$ cat src/rtl/gpio_evt_pkg.sv
package gpio_evt_pkg;

    localparam int BANK_W = 32;

    typedef logic [BANK_W-1:0] bank_word_t;

    // Per-bank level-change decomposition
    typedef struct packed {
        bank_word_t rise;
        bank_word_t fall;
    } bank_edge_t;

    // Fixed wake-source set per bank
    function automatic bank_word_t wake_mask(input int bank);
        case (bank)
            0:       return 32'h8003_FE1B;
            1:       return 32'h0020_01FC;
            2:       return 32'hEC08_0000;
            3:       return 32'h0012_007F;
            default: return '0;
        endcase
    endfunction

    // Pins of a bank that lie below the implemented line count
    function automatic bank_word_t impl_mask(input int bank, input int lines);
        bank_word_t m;
        m = '0;
        for (int i = 0; i < BANK_W; i++) begin
            if (bank * BANK_W + i < lines) m[i] = 1'b1;
        end
        return m;
    endfunction

endpackage

$ cat src/rtl/gpio_evt_sync.sv
module gpio_evt_sync #(
    parameter int WIDTH = 128
) (
    input  logic             clk,
    input  logic             rst,
    input  logic [WIDTH-1:0] pin_async,
    output logic [WIDTH-1:0] lvl,
    output logic [WIDTH-1:0] lvl_prev
);
    logic [WIDTH-1:0] meta_q;
    logic [WIDTH-1:0] sync_q;
    logic [WIDTH-1:0] prev_q;

    always_ff @(posedge clk) begin
        if (rst) begin
            meta_q <= '0;
            sync_q <= '0;
            prev_q <= '0;
        end else begin
            meta_q <= pin_async;
            sync_q <= meta_q;
            prev_q <= sync_q;
        end
    end

    assign lvl      = sync_q;
    assign lvl_prev = prev_q;
endmodule

$ cat src/rtl/gpio_evt_bank.sv
module gpio_evt_bank
    import gpio_evt_pkg::*;
#(
    parameter int BANK_IDX = 0,
    parameter int LINES    = 128
) (
    input  logic       clk,
    input  logic       rst,
    input  bank_word_t lvl,
    input  bank_word_t lvl_prev,
    input  bank_word_t dir,
    input  bank_word_t rise_en,
    input  bank_word_t fall_en,
    input  bank_word_t clr_mask,
    output bank_word_t status,
    output logic       wake_hit
);
    localparam bank_word_t IMPL = impl_mask(BANK_IDX, LINES);
    localparam bank_word_t WAKE = wake_mask(BANK_IDX);

    bank_edge_t edge_w;
    bank_word_t live;
    bank_word_t set_w;
    bank_word_t stat_q;

    always_comb begin
        edge_w.rise = lvl & ~lvl_prev;
        edge_w.fall = ~lvl & lvl_prev;
        live        = ~dir & IMPL;
        set_w       = live & ((edge_w.rise & rise_en) | (edge_w.fall & fall_en));
        wake_hit    = |((edge_w.rise | edge_w.fall) & live & WAKE);
    end

    // A new event outranks a clear of the same bit
    always_ff @(posedge clk) begin
        if (rst) stat_q <= '0;
        else     stat_q <= (stat_q & ~clr_mask) | set_w;
    end

    assign status = stat_q;
endmodule

$ cat src/rtl/gpio_evt_irq.sv
module gpio_evt_irq #(
    parameter int NUM_BANKS = 4,
    parameter int WIDTH     = NUM_BANKS * 32
) (
    input  logic                 clk,
    input  logic                 rst,
    input  logic [WIDTH-1:0]     status,
    input  logic                 cpu_halted,
    input  logic [NUM_BANKS-1:0] wake_hits,
    output logic                 irq_pin0,
    output logic                 irq_pin1,
    output logic                 irq_rest,
    output logic                 wake_req
);
    logic [WIDTH-1:0] rest_bits;

    always_comb begin
        rest_bits      = status;
        rest_bits[1:0] = 2'b00;
    end

    always_ff @(posedge clk) begin
        if (rst) begin
            irq_pin0 <= 1'b0;
            irq_pin1 <= 1'b0;
            irq_rest <= 1'b0;
            wake_req <= 1'b0;
        end else begin
            irq_pin0 <= status[0];
            irq_pin1 <= status[1];
            irq_rest <= |rest_bits;
            wake_req <= cpu_halted & (|wake_hits);
        end
    end
endmodule

$ cat src/rtl/edge_irq_wake.sv
module edge_irq_wake
    import gpio_evt_pkg::*;
#(
    parameter int NUM_BANKS  = 4,
    parameter int NUM_LINES  = 116,
    parameter int BANK_SEL_W = 3,
    localparam int NPIN      = NUM_BANKS * BANK_W
) (
    input  logic                  clk,
    input  logic                  rst,
    input  logic [NPIN-1:0]       pin_async,
    input  logic [NPIN-1:0]       pin_dir,
    input  logic [NPIN-1:0]       rise_en,
    input  logic [NPIN-1:0]       fall_en,
    input  logic                  cpu_halted,
    input  logic                  clr_we,
    input  logic [BANK_SEL_W-1:0] clr_bank,
    input  logic [BANK_W-1:0]     clr_data,
    input  logic [BANK_SEL_W-1:0] rd_bank,
    output logic [BANK_W-1:0]     rd_status,
    output logic                  irq_pin0,
    output logic                  irq_pin1,
    output logic                  irq_rest,
    output logic                  wake_req
);
    logic [NPIN-1:0]      lvl;
    logic [NPIN-1:0]      lvl_prev;
    logic [NPIN-1:0]      stat_q;
    logic [NUM_BANKS-1:0] wake_hits;
    bank_word_t           bank_stat [NUM_BANKS];

    gpio_evt_sync #(.WIDTH(NPIN)) u_sync (
        .clk      (clk),
        .rst      (rst),
        .pin_async(pin_async),
        .lvl      (lvl),
        .lvl_prev (lvl_prev)
    );

    for (genvar b = 0; b < NUM_BANKS; b++) begin : g_bank
        bank_word_t clr_mask;
        assign clr_mask = (clr_we && clr_bank == BANK_SEL_W'(b)) ? clr_data : '0;

        gpio_evt_bank #(.BANK_IDX(b), .LINES(NUM_LINES)) u_bank (
            .clk     (clk),
            .rst     (rst),
            .lvl     (lvl[b*BANK_W +: BANK_W]),
            .lvl_prev(lvl_prev[b*BANK_W +: BANK_W]),
            .dir     (pin_dir[b*BANK_W +: BANK_W]),
            .rise_en (rise_en[b*BANK_W +: BANK_W]),
            .fall_en (fall_en[b*BANK_W +: BANK_W]),
            .clr_mask(clr_mask),
            .status  (bank_stat[b]),
            .wake_hit(wake_hits[b])
        );

        assign stat_q[b*BANK_W +: BANK_W] = bank_stat[b];
    end

    always_comb begin
        rd_status = '0;
        for (int b = 0; b < NUM_BANKS; b++) begin
            if (rd_bank == BANK_SEL_W'(b)) rd_status = bank_stat[b];
        end
    end

    gpio_evt_irq #(.NUM_BANKS(NUM_BANKS), .WIDTH(NPIN)) u_irq (
        .clk       (clk),
        .rst       (rst),
        .status    (stat_q),
        .cpu_halted(cpu_halted),
        .wake_hits (wake_hits),
        .irq_pin0  (irq_pin0),
        .irq_pin1  (irq_pin1),
        .irq_rest  (irq_rest),
        .wake_req  (wake_req)
    );
endmodule

$ cat config.mk
export PLATFORM = sky130hd
export DESIGN_NAME = edge_irq_wake
export DESIGN_NICKNAME = d
export VERILOG_FILES = /design/src/rtl/gpio_evt_pkg.sv /design/src/rtl/gpio_evt_sync.sv /design/src/rtl/gpio_evt_bank.sv /design/src/rtl/gpio_evt_irq.sv /design/src/rtl/edge_irq_wake.sv
export SDC_FILE = /design/constraint.sdc
export NUM_CORES = 1
export LEC_CHECK = 0
export BUFFER_PORTS_ARGS = -buffer_cell sky130_fd_sc_hd__buf_2
export CAP_MARGIN = 10
export CORE_AREA = 4 4 230 232
export DETAILED_ROUTE_END_ITERATION = 7
export DIE_AREA = 0 0 234 236
export SETUP_SLACK_MARGIN = 0.02
export SLEW_MARGIN = 20
export SYNTH_ARGS = -nofsm -noshare
export SYNTH_HDL_FRONTEND = slang
export SYNTH_SLANG_ARGS = --single-unit
$ cat constraint.sdc
create_clock -name clk -period 3.4 [get_ports clk]
set_clock_uncertainty 0.15 [all_clocks]
set_input_delay 0.68 -clock clk [delete_from_list [all_inputs] [get_ports clk]]
set_output_delay 0.68 -clock clk [all_outputs]
set_load 0.05 [all_outputs]
==> results of run 1 <==
[cells in the mapped netlist, drive strengths merged (3+ instances only)]
library cell / count / share of area, %
nor2: 189 / 3.9
nor4: 36 / 1.3
a21oi: 209 / 5.7
nand3b: 160 / 6.6
dfxtp: 480 / 53
mux4: 32 / 3.9
inv: 73 / 1.5
o22ai: 12 / 0.41
clkbuf: 46 / 0.94
nor2b: 346 / 12
a22oi: 36 / 1.5
o22a: 3 / 0.14
buf: 32 / 1.2
ha: 72 / 4.9
o221ai: 3 / 0.14
nand2b: 12 / 0.41
nand4: 8 / 0.27
nand2: 116 / 2.4
[power groups by stage]
stage	combinational, mW	sequential (mW)	clock [mW]
final	1.02	5.95	5.77
after global routing	1.12	5.97	6.12
after CTS	1.03	5.95	5.92
after detailed placement	1.03	6.07	0
after global placement	1.01	6.06	0
after floorplan	0.497	6.03	0
[worst min-delay path by stage]
stage                                 start                end  slack (ns)  depth (start not counted)
after global placement    u_sync.meta_q[27]     u_sync.lvl[27]        0.26                          1
after detailed placement  u_sync.meta_q[26]     u_sync.lvl[26]        0.27                          1
after floorplan            u_sync.meta_q[0]      u_sync.lvl[0]        0.26                          1
after global routing          pin_async[62]  u_sync.meta_q[62]        0.13                          2
after CTS                     pin_async[92]  u_sync.meta_q[92]        0.11                          2
final                          pin_async[2]   u_sync.meta_q[2]        0.15                          2
[state kept, by name, summed over array words and instances, names as in the netlist]
signal                cells
u_irq.irq_rest            1
u_irq.wake_req            1
u_sync.lvl              116
u_sync.lvl_prev         116
u_irq.irq_pin0            1
g_bank.u_bank.status    128
u_sync.meta_q           116
u_irq.irq_pin1            1
[kinds of logic (layout without fill, tap and decap cells)]
logic type / after synthesis / after routing / synth area share [%]
simple gates: 872 / 872 / 27.0
fa+ha+maj: 72 / 72 / 4.93
mux: 32 / 32 / 3.94
flops: 480 / 480 / 52.5
buf+inv: 151 / 722 / 3.69
compound gates: 264 / 264 / 7.94
other cells: 0 / 8 / 0
[layer usage]
metal | track usage [%] | up-vias | part of all wire, %
li1 | - | 7335 | -
met3 | 6.73 | 118 | 8.0
met1 | 25.7 | 7162 | 38
met5 | 0 | - | 0.21
met2 | 40.5 | 482 | 51
met4 | 5.73 | 18 | 2.4
[stage by stage]
| step | util (%) | hold WS (ns) | area (sq um) |
|---|---|---|---|
| finish | 46.0 | 0.151 | 23500 |
| global route | 46.0 | 0.133 | 23500 |
| CTS | 46.0 | 0.108 | 23400 |
| detailed placement | 42.6 | 0.270 | 21700 |
| global placement | 42.6 | 0.265 | 21700 |
| floorplan | - | 0.264 | 18300 |
[cell type report]
| type | instances | area, sq um | area share, % |
|---|---|---|---|
| Clock buffer | 74 | 1520 | 6.46 |
| Timing Repair Buffer | 558 | 2950 | 12.6 |
| Tap cell | 680 | 851 | 3.63 |
| Clock inverter | 17 | 219 | 0.933 |
| Multi-Input combinational cell | 1240 | 8030 | 34.2 |
| Inverter | 73 | 274 | 1.17 |
| Antenna cell | 8 | 20.0 | 0.0853 |
| Sequential cell | 480 | 9610 | 40.9 |
==> flow_results.xml, run 1 <==
<?xml version="1.0" encoding="UTF-8"?>
<metrics>
  <group name="yosys">
    <metric name="synth_async_sr_flop_share" unit="%">0</metric>
    <metric name="yosys_warn_count" unit="">0</metric>
    <metric name="synth_area_per_cell" unit="sq um">9.77</metric>
    <metric name="distinct_cell_type_count_after_synthesis" unit="">27</metric>
    <metric name="yosys_most_used_dff" unit="">sky130_fd_sc_hd__dfxtp_1</metric>
    <metric name="postSynthRegisterBits" unit="">480</metric>
    <metric name="netlist_instances" unit="">1871</metric>
    <metric name="synthesis.nets" unit="">2497</metric>
    <metric name="syn_area" unit="sq um">18300</metric>
    <metric name="post_synth_edffs" unit="">0</metric>
    <metric name="synth-seq-area-share" unit="%">52.5</metric>
  </group>
  <group name="grt">
    <metric name="antenna_found_initial" unit="">18</metric>
    <metric name="grt_overflow" unit="">0</metric>
    <metric name="gr-usage-all-layers" unit="%">22.4</metric>
    <metric name="grt_pass1_vias" unit="">15271</metric>
    <metric name="grt_pass1_wl" unit="mm">93.2</metric>
    <metric name="grt_start_max_net_pins" unit="">111</metric>
  </group>
  <group name="worst_setup_path">
    <metric name="worst-endpoint-required" unit="ns">2.57</metric>
    <metric name="rrSetupSlack" unit="ns">1.40</metric>
    <metric name="worst-path-buf-inv" unit="">3</metric>
    <metric name="cpMaxStageDelayCell" unit="">sky130_fd_sc_hd__buf_2</metric>
    <metric name="worst_r2r_path_depth" unit="">6</metric>
    <metric name="critical_path.reg2reg.endpoint" unit="">u_irq.wake_req</metric>
    <metric name="timing.critical_path.fanout_max" unit="">17</metric>
    <metric name="cp.arrival" unit="ns">2.10</metric>
    <metric name="endpoint" unit="">rd_status[30]</metric>
    <metric name="timing.critical_path.to_type" unit="">output port</metric>
    <metric name="path_cells" unit="">buf_2, buf_12, mux4_2, nor2b_1, buf_2</metric>
    <metric name="worst_path_max_stage_delay" unit="ns">0.35</metric>
    <metric name="critical_path_cell_count" unit="">5</metric>
    <metric name="start_kind" unit="">input pin</metric>
    <metric name="crit_path_start" unit="">rd_bank[1]</metric>
    <metric name="critPathTopFamily" unit="">buffers and inverters</metric>
    <metric name="start_of_the_worst_register_to_register_path" unit="">u_sync.lvl_prev[90]</metric>
    <metric name="worst_path_most_repeated_cell" unit="">sky130_fd_sc_hd__buf_2</metric>
    <metric name="path_class" unit="">in2out</metric>
  </group>
  <group name="placed_design">
    <metric name="place_worst_setup_slack" unit="ns">0.484</metric>
    <metric name="numPortBuffers" unit="">541</metric>
    <metric name="globalplace.congestion" unit="">0.857</metric>
    <metric name="place.detailed.instances" unit="">3031</metric>
    <metric name="dp_hpwl" unit="mm">51.0</metric>
  </group>
  <group name="timing">
    <metric name="timing_limited_maximum_frequency" unit="MHz">341</metric>
    <metric name="final-setup-viol-count" unit="">0</metric>
    <metric name="tightest_slew" unit="ns">0.847</metric>
    <metric name="share_of_the_clock_period_used_by_the_worst_path" unit="%">86.2</metric>
    <metric name="finalWorstSetupSlack" unit="ns">0.471</metric>
    <metric name="slew_viol_final" unit="">0</metric>
    <metric name="relSlewSlack" unit="%">43.0</metric>
    <metric name="finalWorstPathRequiredPeriod" unit="ns">2.93</metric>
    <metric name="grt_setup_unrepaired" unit="">no</metric>
    <metric name="finalHoldViolCount" unit="">0</metric>
    <metric name="setup_total_negative_slack" unit="ns">0</metric>
  </group>
  <group name="final_layout">
    <metric name="share_of_cells_above_drive_strength_1" unit="%">27.7</metric>
    <metric name="area_delta_synth_final" unit="%">28.3</metric>
    <metric name="final_cell_count_no_fill" unit="">3130</metric>
    <metric name="final_common_cell" unit="">sky130_fd_sc_hd__buf_2</metric>
    <metric name="nNetsFinal" unit="">3031</metric>
    <metric name="fillers" unit="">4906</metric>
    <metric name="commonest_cells_after_routing_fill_and_taps_aside" unit="">sky130_fd_sc_hd__buf_2, sky130_fd_sc_hd__dfxtp_1, sky130_fd_sc_hd__nor2b_1</metric>
  </group>
  <group name="clocking">
    <metric name="clock_tree.buffer_depth" unit="">3</metric>
    <metric name="tritoncts" unit="">done</metric>
    <metric name="postCtsResizedCells" unit="">0</metric>
    <metric name="ctsHtreeMaxLevel" unit="">2</metric>
    <metric name="clk_transition_reported_paths" unit="ns">0.06</metric>
    <metric name="clock_sink_count" unit="">480</metric>
    <metric name="cts-buffers-inserted" unit="">52</metric>
    <metric name="clkLatencyLatePin" unit="ns">0.59</metric>
    <metric name="clock-root-buffer" unit="">sky130_fd_sc_hd__clkbuf_16</metric>
    <metric name="cts_setup_buffers" unit="">0</metric>
    <metric name="cts_hold_repair.buffers" unit="">0</metric>
  </group>
  <group name="drt">
    <metric name="drt-initial-drc-count" unit="">870</metric>
    <metric name="drc_markers" unit="">0</metric>
    <metric name="num_vias" unit="">15115</metric>
    <metric name="viasPerCell" unit="">4.83</metric>
    <metric name="postRouteAntennaNets" unit="">0</metric>
    <metric name="wl_per_cell" unit="microns">20.6</metric>
    <metric name="dr.pass1.iters" unit="">5</metric>
    <metric name="drt_wl_total" unit="mm">64.3</metric>
  </group>
  <group name="floorplan">
    <metric name="die_height" unit="microns">236</metric>
    <metric name="die-area" unit="sq um">55200</metric>
    <metric name="boundaryPins" unit="">590</metric>
    <metric name="die-width" unit="microns">234</metric>
    <metric name="placementRows" unit="">83</metric>
    <metric name="effective_utilization_at_floorplan" unit="%">35.9</metric>
    <metric name="placeableCoreArea" unit="sq um">51000</metric>
  </group>
  <group name="power">
    <metric name="combinationalPowerShare" unit="%">8.0</metric>
    <metric name="power.switching_fraction" unit="%">23.1</metric>
    <metric name="p_seq_share" unit="%">46.7</metric>
    <metric name="finalPower" unit="mW">12.7</metric>
    <metric name="leakage" unit="nW">9.68</metric>
    <metric name="p_per_area" unit="nW/um^2">543</metric>
    <metric name="power.switching" unit="mW">2.95</metric>
    <metric name="vdd.ir_drop.worst" unit="V">0.000393</metric>
    <metric name="clockPowerShare" unit="%">45.3</metric>
    <metric name="internal_power" unit="mW">9.79</metric>
  </group>
  <group name="status">
    <metric name="outcome" unit="">finished, final reports clean</metric>
  </group>
  <group name="worst_hold_path">
    <metric name="worstHoldPathType" unit="">in2reg</metric>
  </group>
  <group name="job">
    <metric name="cap_violations" unit="">0</metric>
  </group>
</metrics>
Note: power is estimated with default switching activity, not from simulation.
==> run 2, diff against run 1 <==
==> constraint.sdc (replaced) <==
create_clock -name clk -period 3.4 [get_ports clk]
set_clock_uncertainty 0.15 [all_clocks]
set_input_delay 0.17 -clock clk [delete_from_list [all_inputs] [get_ports clk]]
set_output_delay 0.17 -clock clk [all_outputs]
set_load 0.05 [all_outputs]
==> flow_results.xml, run 2 (same netlist as run 1, synthesis figures left out) <==
<?xml version="1.0" encoding="UTF-8"?>
<metrics>
  <group name="drt">
    <metric name="viasPerCell" unit="">4.79</metric>
    <metric name="wl_per_cell" unit="microns">19.1</metric>
    <metric name="postRouteAntennaNets" unit="">0</metric>
    <metric name="dr.pass1.iters" unit="">5</metric>
    <metric name="num_vias" unit="">17125</metric>
    <metric name="drc_markers" unit="">0</metric>
    <metric name="drt-initial-drc-count" unit="">920</metric>
    <metric name="drt_wl_total" unit="mm">68.3</metric>
  </group>
  <group name="grt">
    <metric name="antenna_found_initial" unit="">21</metric>
    <metric name="grt_pass1_wl" unit="mm">101</metric>
    <metric name="gr-usage-all-layers" unit="%">23.8</metric>
    <metric name="grt_start_max_net_pins" unit="">111</metric>
    <metric name="grt_pass1_vias" unit="">17888</metric>
    <metric name="grt_overflow" unit="">0</metric>
  </group>
  <group name="floorplan">
    <metric name="die_height" unit="microns">236</metric>
    <metric name="die-width" unit="microns">234</metric>
    <metric name="boundaryPins" unit="">590</metric>
    <metric name="placeableCoreArea" unit="sq um">51000</metric>
    <metric name="placementRows" unit="">83</metric>
    <metric name="die-area" unit="sq um">55200</metric>
    <metric name="effective_utilization_at_floorplan" unit="%">35.9</metric>
  </group>
  <group name="final_layout">
    <metric name="area_delta_synth_final" unit="%">52.7</metric>
    <metric name="fillers" unit="">4513</metric>
    <metric name="nNetsFinal" unit="">3462</metric>
    <metric name="share_of_cells_above_drive_strength_1" unit="%">23.5</metric>
    <metric name="largest_register_ffs" unit="">128</metric>
    <metric name="final_common_cell" unit="">sky130_fd_sc_hd__buf_2</metric>
    <metric name="commonest_cells_after_routing_fill_and_taps_aside" unit="">sky130_fd_sc_hd__buf_2, sky130_fd_sc_hd__dfxtp_1, sky130_fd_sc_hd__dlygate4sd3_1</metric>
  </group>
  <group name="placed_design">
    <metric name="globalplace.congestion" unit="">0.879</metric>
    <metric name="place_worst_setup_slack" unit="ns">1.13</metric>
    <metric name="numPortBuffers" unit="">541</metric>
    <metric name="dp_hpwl" unit="mm">50.8</metric>
  </group>
  <group name="status">
    <metric name="outcome" unit="">finished, final reports clean</metric>
  </group>
  <group name="timing">
    <metric name="grt_setup_unrepaired" unit="">no</metric>
    <metric name="setup_total_negative_slack" unit="ns">0</metric>
    <metric name="timing_limited_maximum_frequency" unit="MHz">335</metric>
    <metric name="relSlewSlack" unit="%">39.3</metric>
    <metric name="slew_viol_final" unit="">0</metric>
    <metric name="final.hold.worst_slack" unit="ns">0.0598</metric>
    <metric name="final-setup-viol-count" unit="">0</metric>
    <metric name="finalHoldViolCount" unit="">0</metric>
    <metric name="finalWorstSetupSlack" unit="ns">0.416</metric>
    <metric name="share_of_the_clock_period_used_by_the_worst_path" unit="%">87.8</metric>
    <metric name="tightest_slew" unit="ns">0.902</metric>
    <metric name="finalWorstPathRequiredPeriod" unit="ns">2.98</metric>
  </group>
  <group name="clocking">
    <metric name="postCtsResizedCells" unit="">0</metric>
    <metric name="cts-buffers-inserted" unit="">53</metric>
    <metric name="clock_tree.buffer_depth" unit="">3</metric>
    <metric name="ctsHtreeMaxLevel" unit="">2</metric>
    <metric name="clkLatencyLatePin" unit="ns">0.60</metric>
    <metric name="cts_setup_buffers" unit="">0</metric>
    <metric name="clock_sink_count" unit="">480</metric>
    <metric name="tritoncts" unit="">done</metric>
    <metric name="clock-root-buffer" unit="">sky130_fd_sc_hd__clkbuf_16</metric>
    <metric name="clk_transition_reported_paths" unit="ns">0.07</metric>
  </group>
  <group name="worst_setup_path">
    <metric name="path_class" unit="">reg2reg</metric>
    <metric name="worst_path_max_stage_delay" unit="ns">0.59</metric>
    <metric name="worst_r2r_path_depth" unit="">9</metric>
    <metric name="worst-endpoint-required" unit="ns">3.74</metric>
    <metric name="timing.critical_path.fanout_max" unit="">2</metric>
    <metric name="critical_path.reg2reg.endpoint" unit="">g_bank[1].u_bank.status[8]</metric>
    <metric name="cp.arrival" unit="ns">3.33</metric>
    <metric name="endpoint" unit="">g_bank[1].u_bank.status[8]</metric>
    <metric name="start_kind" unit="">register</metric>
    <metric name="crit_path_start" unit="">u_sync.lvl_prev[40]</metric>
    <metric name="critPathTopFamily" unit="">buffers and inverters</metric>
    <metric name="worst_path_most_repeated_cell" unit="">sky130_fd_sc_hd__dlygate4sd3_1</metric>
    <metric name="rrSetupSlack" unit="ns">0.42</metric>
    <metric name="timing.critical_path.to_type" unit="">register</metric>
    <metric name="cpMaxStageDelayCell" unit="">sky130_fd_sc_hd__dlygate4sd3_1</metric>
    <metric name="path_cells" unit="">inv_1, ha_1, a22oi_1, nor2_1, dlygate4sd3_1, a21oi_1, dlygate4sd3_1, nor2_1, dlygate4sd3_1</metric>
    <metric name="worst-path-buf-inv" unit="">4</metric>
    <metric name="start_of_the_worst_register_to_register_path" unit="">u_sync.lvl_prev[40]</metric>
    <metric name="critical_path_cell_count" unit="">9</metric>
  </group>
  <group name="power">
    <metric name="leakage" unit="nW">11.8</metric>
    <metric name="vdd.ir_drop.worst" unit="V">0.000362</metric>
    <metric name="p_per_area" unit="nW/um^2">482</metric>
  </group>
  <group name="worst_hold_path">
    <metric name="worstHoldPathType" unit="">in2reg</metric>
    <metric name="whs_path_depth" unit="">5</metric>
  </group>
  <group name="job">
    <metric name="cap_violations" unit="">0</metric>
  </group>
</metrics>
## run 2: cell types whose count changed in the layout (fill, tap and decap cells not counted), moves of 2 or more
cell	before	now
sky130_fd_sc_hd__buf_4	9	6
sky130_fd_sc_hd__clkinv_4	0	2
sky130_fd_sc_hd__clkbuf_8	11	14
sky130_fd_sc_hd__clkbuf_16	53	55
sky130_fd_sc_hd__diode_2	8	13
sky130_fd_sc_hd__bufinv_16	5	7
sky130_fd_sc_hd__buf_12	8	6
sky130_fd_sc_hd__dlygate4sd3_1	0	435
## run 2: metrics by stage
| stage | utilization, % | instances | total power [mW] | area, sq um |
|---|---|---|---|---|
| 2_1_floorplan | - | 1871 | 6.53 | 18300 |
| 3_5_place_dp | 42.5 | 3026 | 7.08 | 21700 |
| 6_report | 54.8 | 3573 | 13.5 | 27900 |
| 4_1_cts | 54.7 | 3560 | 13.6 | 27900 |
| 5_1_grt | 54.8 | 3572 | 14.0 | 27900 |
| 3_3_place_gp | 42.5 | 3026 | 7.05 | 21700 |
## run 2: power breakdown
part	switching [mW]	internal, mW	total [mW]
clock	2.36	3.79	6.15
sequential	0.114	5.84	5.95
combinational	0.593	0.766	1.36
## run 2: how the worst min path moves through the flow
stage / start / to / slack, ns
after global placement: pin_async[2] / u_sync.meta_q[2] / 0.23
final: fall_en[93] / g_bank[2].u_bank.status[29] / 0.06
after floorplan: clr_data[20] / g_bank[3].u_bank.status[20] / 0.11
after detailed placement: pin_async[62] / u_sync.meta_q[62] / 0.23
after CTS: fall_en[93] / g_bank[2].u_bank.status[29] / 0.00008
after global routing: fall_en[17] / g_bank[0].u_bank.status[17] / 0.09
## run 2: worst min-delay path, delay by kind of cell
family,cells,cell delay [ns]
AOI/OAI and AO/OA,2,0.28
buffers and inverters,1,0.10
and+or+nand+nor,2,0.21
## run 2: layout make-up
class                           count  area, sq um  area share (%)
Timing Repair Buffer              988         7240            25.9
Antenna cell                       13         32.5           0.116
Clock buffer                       80         1610            5.77
Clock inverter                     19          284            1.02
Multi-Input combinational cell   1240         8030            28.8
Sequential cell                   480         9610            34.4
Inverter                           73          274           0.981
Tap cell                          680          851            3.05
## run 2: what timing repair did
action / CTS / global route
endpoints found under the setup margin: 0 / 0
hold buffers: 435 / 0
hold endpoints to repair: 291 / 0
## run 2: per-layer routing
metal | up-vias | routed length, microns | track usage [%]
met2 | 630 | 34200 | 42.1
met1 | 8078 | 25100 | 25.9
met4 | 14 | 2960 | 10.5
li1 | 8229 | - | -
met5 | - | 84 | 0
met3 | 174 | 5950 | 7.44
==> run 3, diff against run 2 <==
--- a/config.mk
+++ b/config.mk
@@ -10,6 +10,7 @@
 export CORE_AREA = 4 4 230 232
 export DETAILED_ROUTE_END_ITERATION = 7
 export DIE_AREA = 0 0 234 236
+export REMOVE_ABC_BUFFERS = 1
 export SETUP_SLACK_MARGIN = 0.02
 export SLEW_MARGIN = 20
 export SYNTH_ARGS = -nofsm -noshare
==> flow_results.xml, run 3 (same netlist as run 1, synthesis figures left out) <==
<?xml version="1.0" encoding="UTF-8"?>
<metrics>
  <group name="status">
    <metric name="outcome" unit="">finished, final reports clean</metric>
  </group>
  <group name="worst_setup_path">
    <metric name="path_class" unit="">reg2reg</metric>
    <metric name="cp.arrival" unit="ns">3.28</metric>
    <metric name="rrSetupSlack" unit="ns">0.42</metric>
    <metric name="start_kind" unit="">register</metric>
    <metric name="worst-endpoint-required" unit="ns">3.70</metric>
    <metric name="timing.critical_path.to_type" unit="">register</metric>
    <metric name="critical_path.reg2reg.endpoint" unit="">g_bank[1].u_bank.status[3]</metric>
    <metric name="worst_r2r_path_depth" unit="">9</metric>
    <metric name="start_of_the_worst_register_to_register_path" unit="">u_sync.lvl_prev[35]</metric>
    <metric name="timing.critical_path.fanout_max" unit="">2</metric>
  </group>
  <group name="clocking">
    <metric name="tritoncts" unit="">done</metric>
    <metric name="clock_sink_count" unit="">480</metric>
    <metric name="clk_transition_reported_paths" unit="ns">0.06</metric>
    <metric name="ctsHtreeMaxLevel" unit="">2</metric>
    <metric name="cts_setup_buffers" unit="">0</metric>
    <metric name="clock_tree.buffer_depth" unit="">3</metric>
    <metric name="clock-root-buffer" unit="">sky130_fd_sc_hd__clkbuf_16</metric>
    <metric name="clkLatencyLatePin" unit="ns">0.58</metric>
    <metric name="cts-buffers-inserted" unit="">52</metric>
  </group>
  <group name="timing">
    <metric name="setup_total_negative_slack" unit="ns">0</metric>
    <metric name="slew_viol_final" unit="">0</metric>
    <metric name="share_of_the_clock_period_used_by_the_worst_path" unit="%">87.7</metric>
    <metric name="timing_limited_maximum_frequency" unit="MHz">335</metric>
    <metric name="finalHoldViolCount" unit="">0</metric>
    <metric name="grt_setup_unrepaired" unit="">no</metric>
    <metric name="relSlewSlack" unit="%">34.4</metric>
    <metric name="final-setup-viol-count" unit="">0</metric>
    <metric name="tightest_slew" unit="ns">0.975</metric>
    <metric name="finalWorstPathRequiredPeriod" unit="ns">2.98</metric>
    <metric name="finalWorstSetupSlack" unit="ns">0.419</metric>
  </group>
  <group name="final_layout">
    <metric name="final_cell_count_no_fill" unit="">3578</metric>
    <metric name="postLayoutCoreUtil" unit="%">54.9</metric>
    <metric name="commonest_cells_after_routing_fill_and_taps_aside" unit="">sky130_fd_sc_hd__buf_2, sky130_fd_sc_hd__dfxtp_1, sky130_fd_sc_hd__dlygate4sd3_1</metric>
    <metric name="nNetsFinal" unit="">3482</metric>
    <metric name="area_delta_synth_final" unit="%">53.1</metric>
    <metric name="largest_register_ffs" unit="">128</metric>
    <metric name="share_of_cells_above_drive_strength_1" unit="%">23.2</metric>
    <metric name="final_common_cell" unit="">sky130_fd_sc_hd__buf_2</metric>
  </group>
  <group name="floorplan">
    <metric name="die_height" unit="microns">236</metric>
    <metric name="effective_utilization_at_floorplan" unit="%">35.9</metric>
    <metric name="placeableCoreArea" unit="sq um">51000</metric>
    <metric name="die-width" unit="microns">234</metric>
    <metric name="die-area" unit="sq um">55200</metric>
    <metric name="placementRows" unit="">83</metric>
    <metric name="boundaryPins" unit="">590</metric>
  </group>
  <group name="drt">
    <metric name="drt-initial-drc-count" unit="">850</metric>
    <metric name="wl_met1" unit="mm">25.5</metric>
    <metric name="route.met2.wl" unit="mm">32.7</metric>
    <metric name="dr.pass1.iters" unit="">6</metric>
    <metric name="met3_length" unit="mm">4.56</metric>
    <metric name="num_vias" unit="">17093</metric>
    <metric name="top_layer_used" unit="">met5</metric>
    <metric name="wl_per_cell" unit="microns">18.2</metric>
    <metric name="drc_markers" unit="">0</metric>
    <metric name="drt_wl_total" unit="mm">65.2</metric>
    <metric name="postRouteAntennaNets" unit="">0</metric>
    <metric name="viasPerCell" unit="">4.78</metric>
  </group>
  <group name="placed_design">
    <metric name="dp_hpwl" unit="mm">46.8</metric>
    <metric name="place.detailed.instances" unit="">3025</metric>
    <metric name="place_worst_setup_slack" unit="ns">1.18</metric>
    <metric name="globalplace.congestion" unit="">0.839</metric>
    <metric name="numPortBuffers" unit="">541</metric>
  </group>
  <group name="worst_hold_path">
    <metric name="hold-path-endpoint" unit="">g_bank[1].u_bank.status[21]</metric>
    <metric name="whs_path_depth" unit="">5</metric>
    <metric name="worstHoldPathType" unit="">in2reg</metric>
    <metric name="hold_path.startpoint" unit="">fall_en[53]</metric>
  </group>
  <group name="grt">
    <metric name="antenna_found_initial" unit="">7</metric>
    <metric name="grt_pass1_wl" unit="mm">98.2</metric>
    <metric name="gr-usage-all-layers" unit="%">23.0</metric>
    <metric name="grt_overflow" unit="">0</metric>
    <metric name="grt_pass1_vias" unit="">18187</metric>
    <metric name="grt_start_max_net_pins" unit="">108</metric>
  </group>
  <group name="power">
    <metric name="vdd.ir_drop.worst" unit="V">0.000359</metric>
    <metric name="leakage" unit="nW">11.8</metric>
    <metric name="p_per_area" unit="nW/um^2">471</metric>
    <metric name="finalPower" unit="mW">13.2</metric>
  </group>
  <group name="job">
    <metric name="cap_violations" unit="">0</metric>
  </group>
</metrics>
run 3: changes by cell type in the layout (fill, tap and decap cells not counted):
cell and delta:
sky130_fd_sc_hd__bufinv_16 -1, sky130_fd_sc_hd__buf_12 -1, sky130_fd_sc_hd__clkbuf_1 -1, sky130_fd_sc_hd__clkinv_4 -1
sky130_fd_sc_hd__diode_2 -8, sky130_fd_sc_hd__clkinv_2 -3, sky130_fd_sc_hd__clkbuf_16 -2, sky130_fd_sc_hd__dlygate4sd3_1 +22
run 3: worst max-delay path by stage:
| stage | startpoint | to | slack [ns] | cells after the start |
|---|---|---|---|---|
| detailed placement | rd_bank[0] | rd_status[1] | 1.18 | 5 |
| finish | u_sync.lvl_prev[35] | g_bank[1].u_bank.status[3] | 0.42 | 9 |
| CTS | u_sync.lvl_prev[99] | g_bank[3].u_bank.status[3] | 0.44 | 9 |
| floorplan | clr_bank[2] | g_bank[1].u_bank.status[0] | 0.29 | 4 |
| global route | u_sync.lvl_prev[99] | g_bank[3].u_bank.status[3] | 0.28 | 9 |
| global placement | rd_bank[0] | rd_status[1] | 1.16 | 5 |
run 3: per-layer routing:
metal,vias to the layer above,global-route usage [%]
li1,8239,-
met1,8129,25.9
met2,582,41.3
met3,141,5.54
met4,2,9.42
met5,-,0
run 3: final cells by class:
type / count / area, sq um
Fill cell: 4412 / 23000
Sequential cell: 480 / 9610
Multi-Input combinational cell: 1240 / 8030
Timing Repair Buffer: 1009 / 7440
Clock buffer: 77 / 1560
Tap cell: 680 / 851
Inverter: 73 / 274
Clock inverter: 14 / 230
Antenna cell: 5 / 12.5
run 3: per-stage QoR:
step	cell area [sq um]	hold slack, ns
final	28000	0.0361
after global routing	28000	0.0676
after detailed placement	21600	0.233
after CTS	28000	0.0131
after floorplan	17900	0.0867
after global placement	21600	0.227
run 3: timing repair:
action,4_1_cts,5_1_grt
gates resized for setup,0,0
hold buffers,457,0
hold endpoints to repair,271,0
run 3: worst max-delay path, stage by stage (launching register included):
cell	delay, ns
sky130_fd_sc_hd__dfxtp_1	0.34
sky130_fd_sc_hd__inv_1	0.06
sky130_fd_sc_hd__ha_1	0.19
sky130_fd_sc_hd__a22oi_1	0.19
sky130_fd_sc_hd__nor2_1	0.09
sky130_fd_sc_hd__dlygate4sd3_1	0.56
sky130_fd_sc_hd__a21oi_1	0.11
sky130_fd_sc_hd__dlygate4sd3_1	0.56
sky130_fd_sc_hd__nor2_1	0.04
sky130_fd_sc_hd__dlygate4sd3_1	0.58
run 3: power breakdown:
part	switching (mW)	leakage (nW)	total, mW	internal, mW
clock network	2.28	0.879	5.88	3.60
registers	0.114	3.93	5.95	5.84
logic	0.588	6.97	1.37	0.778
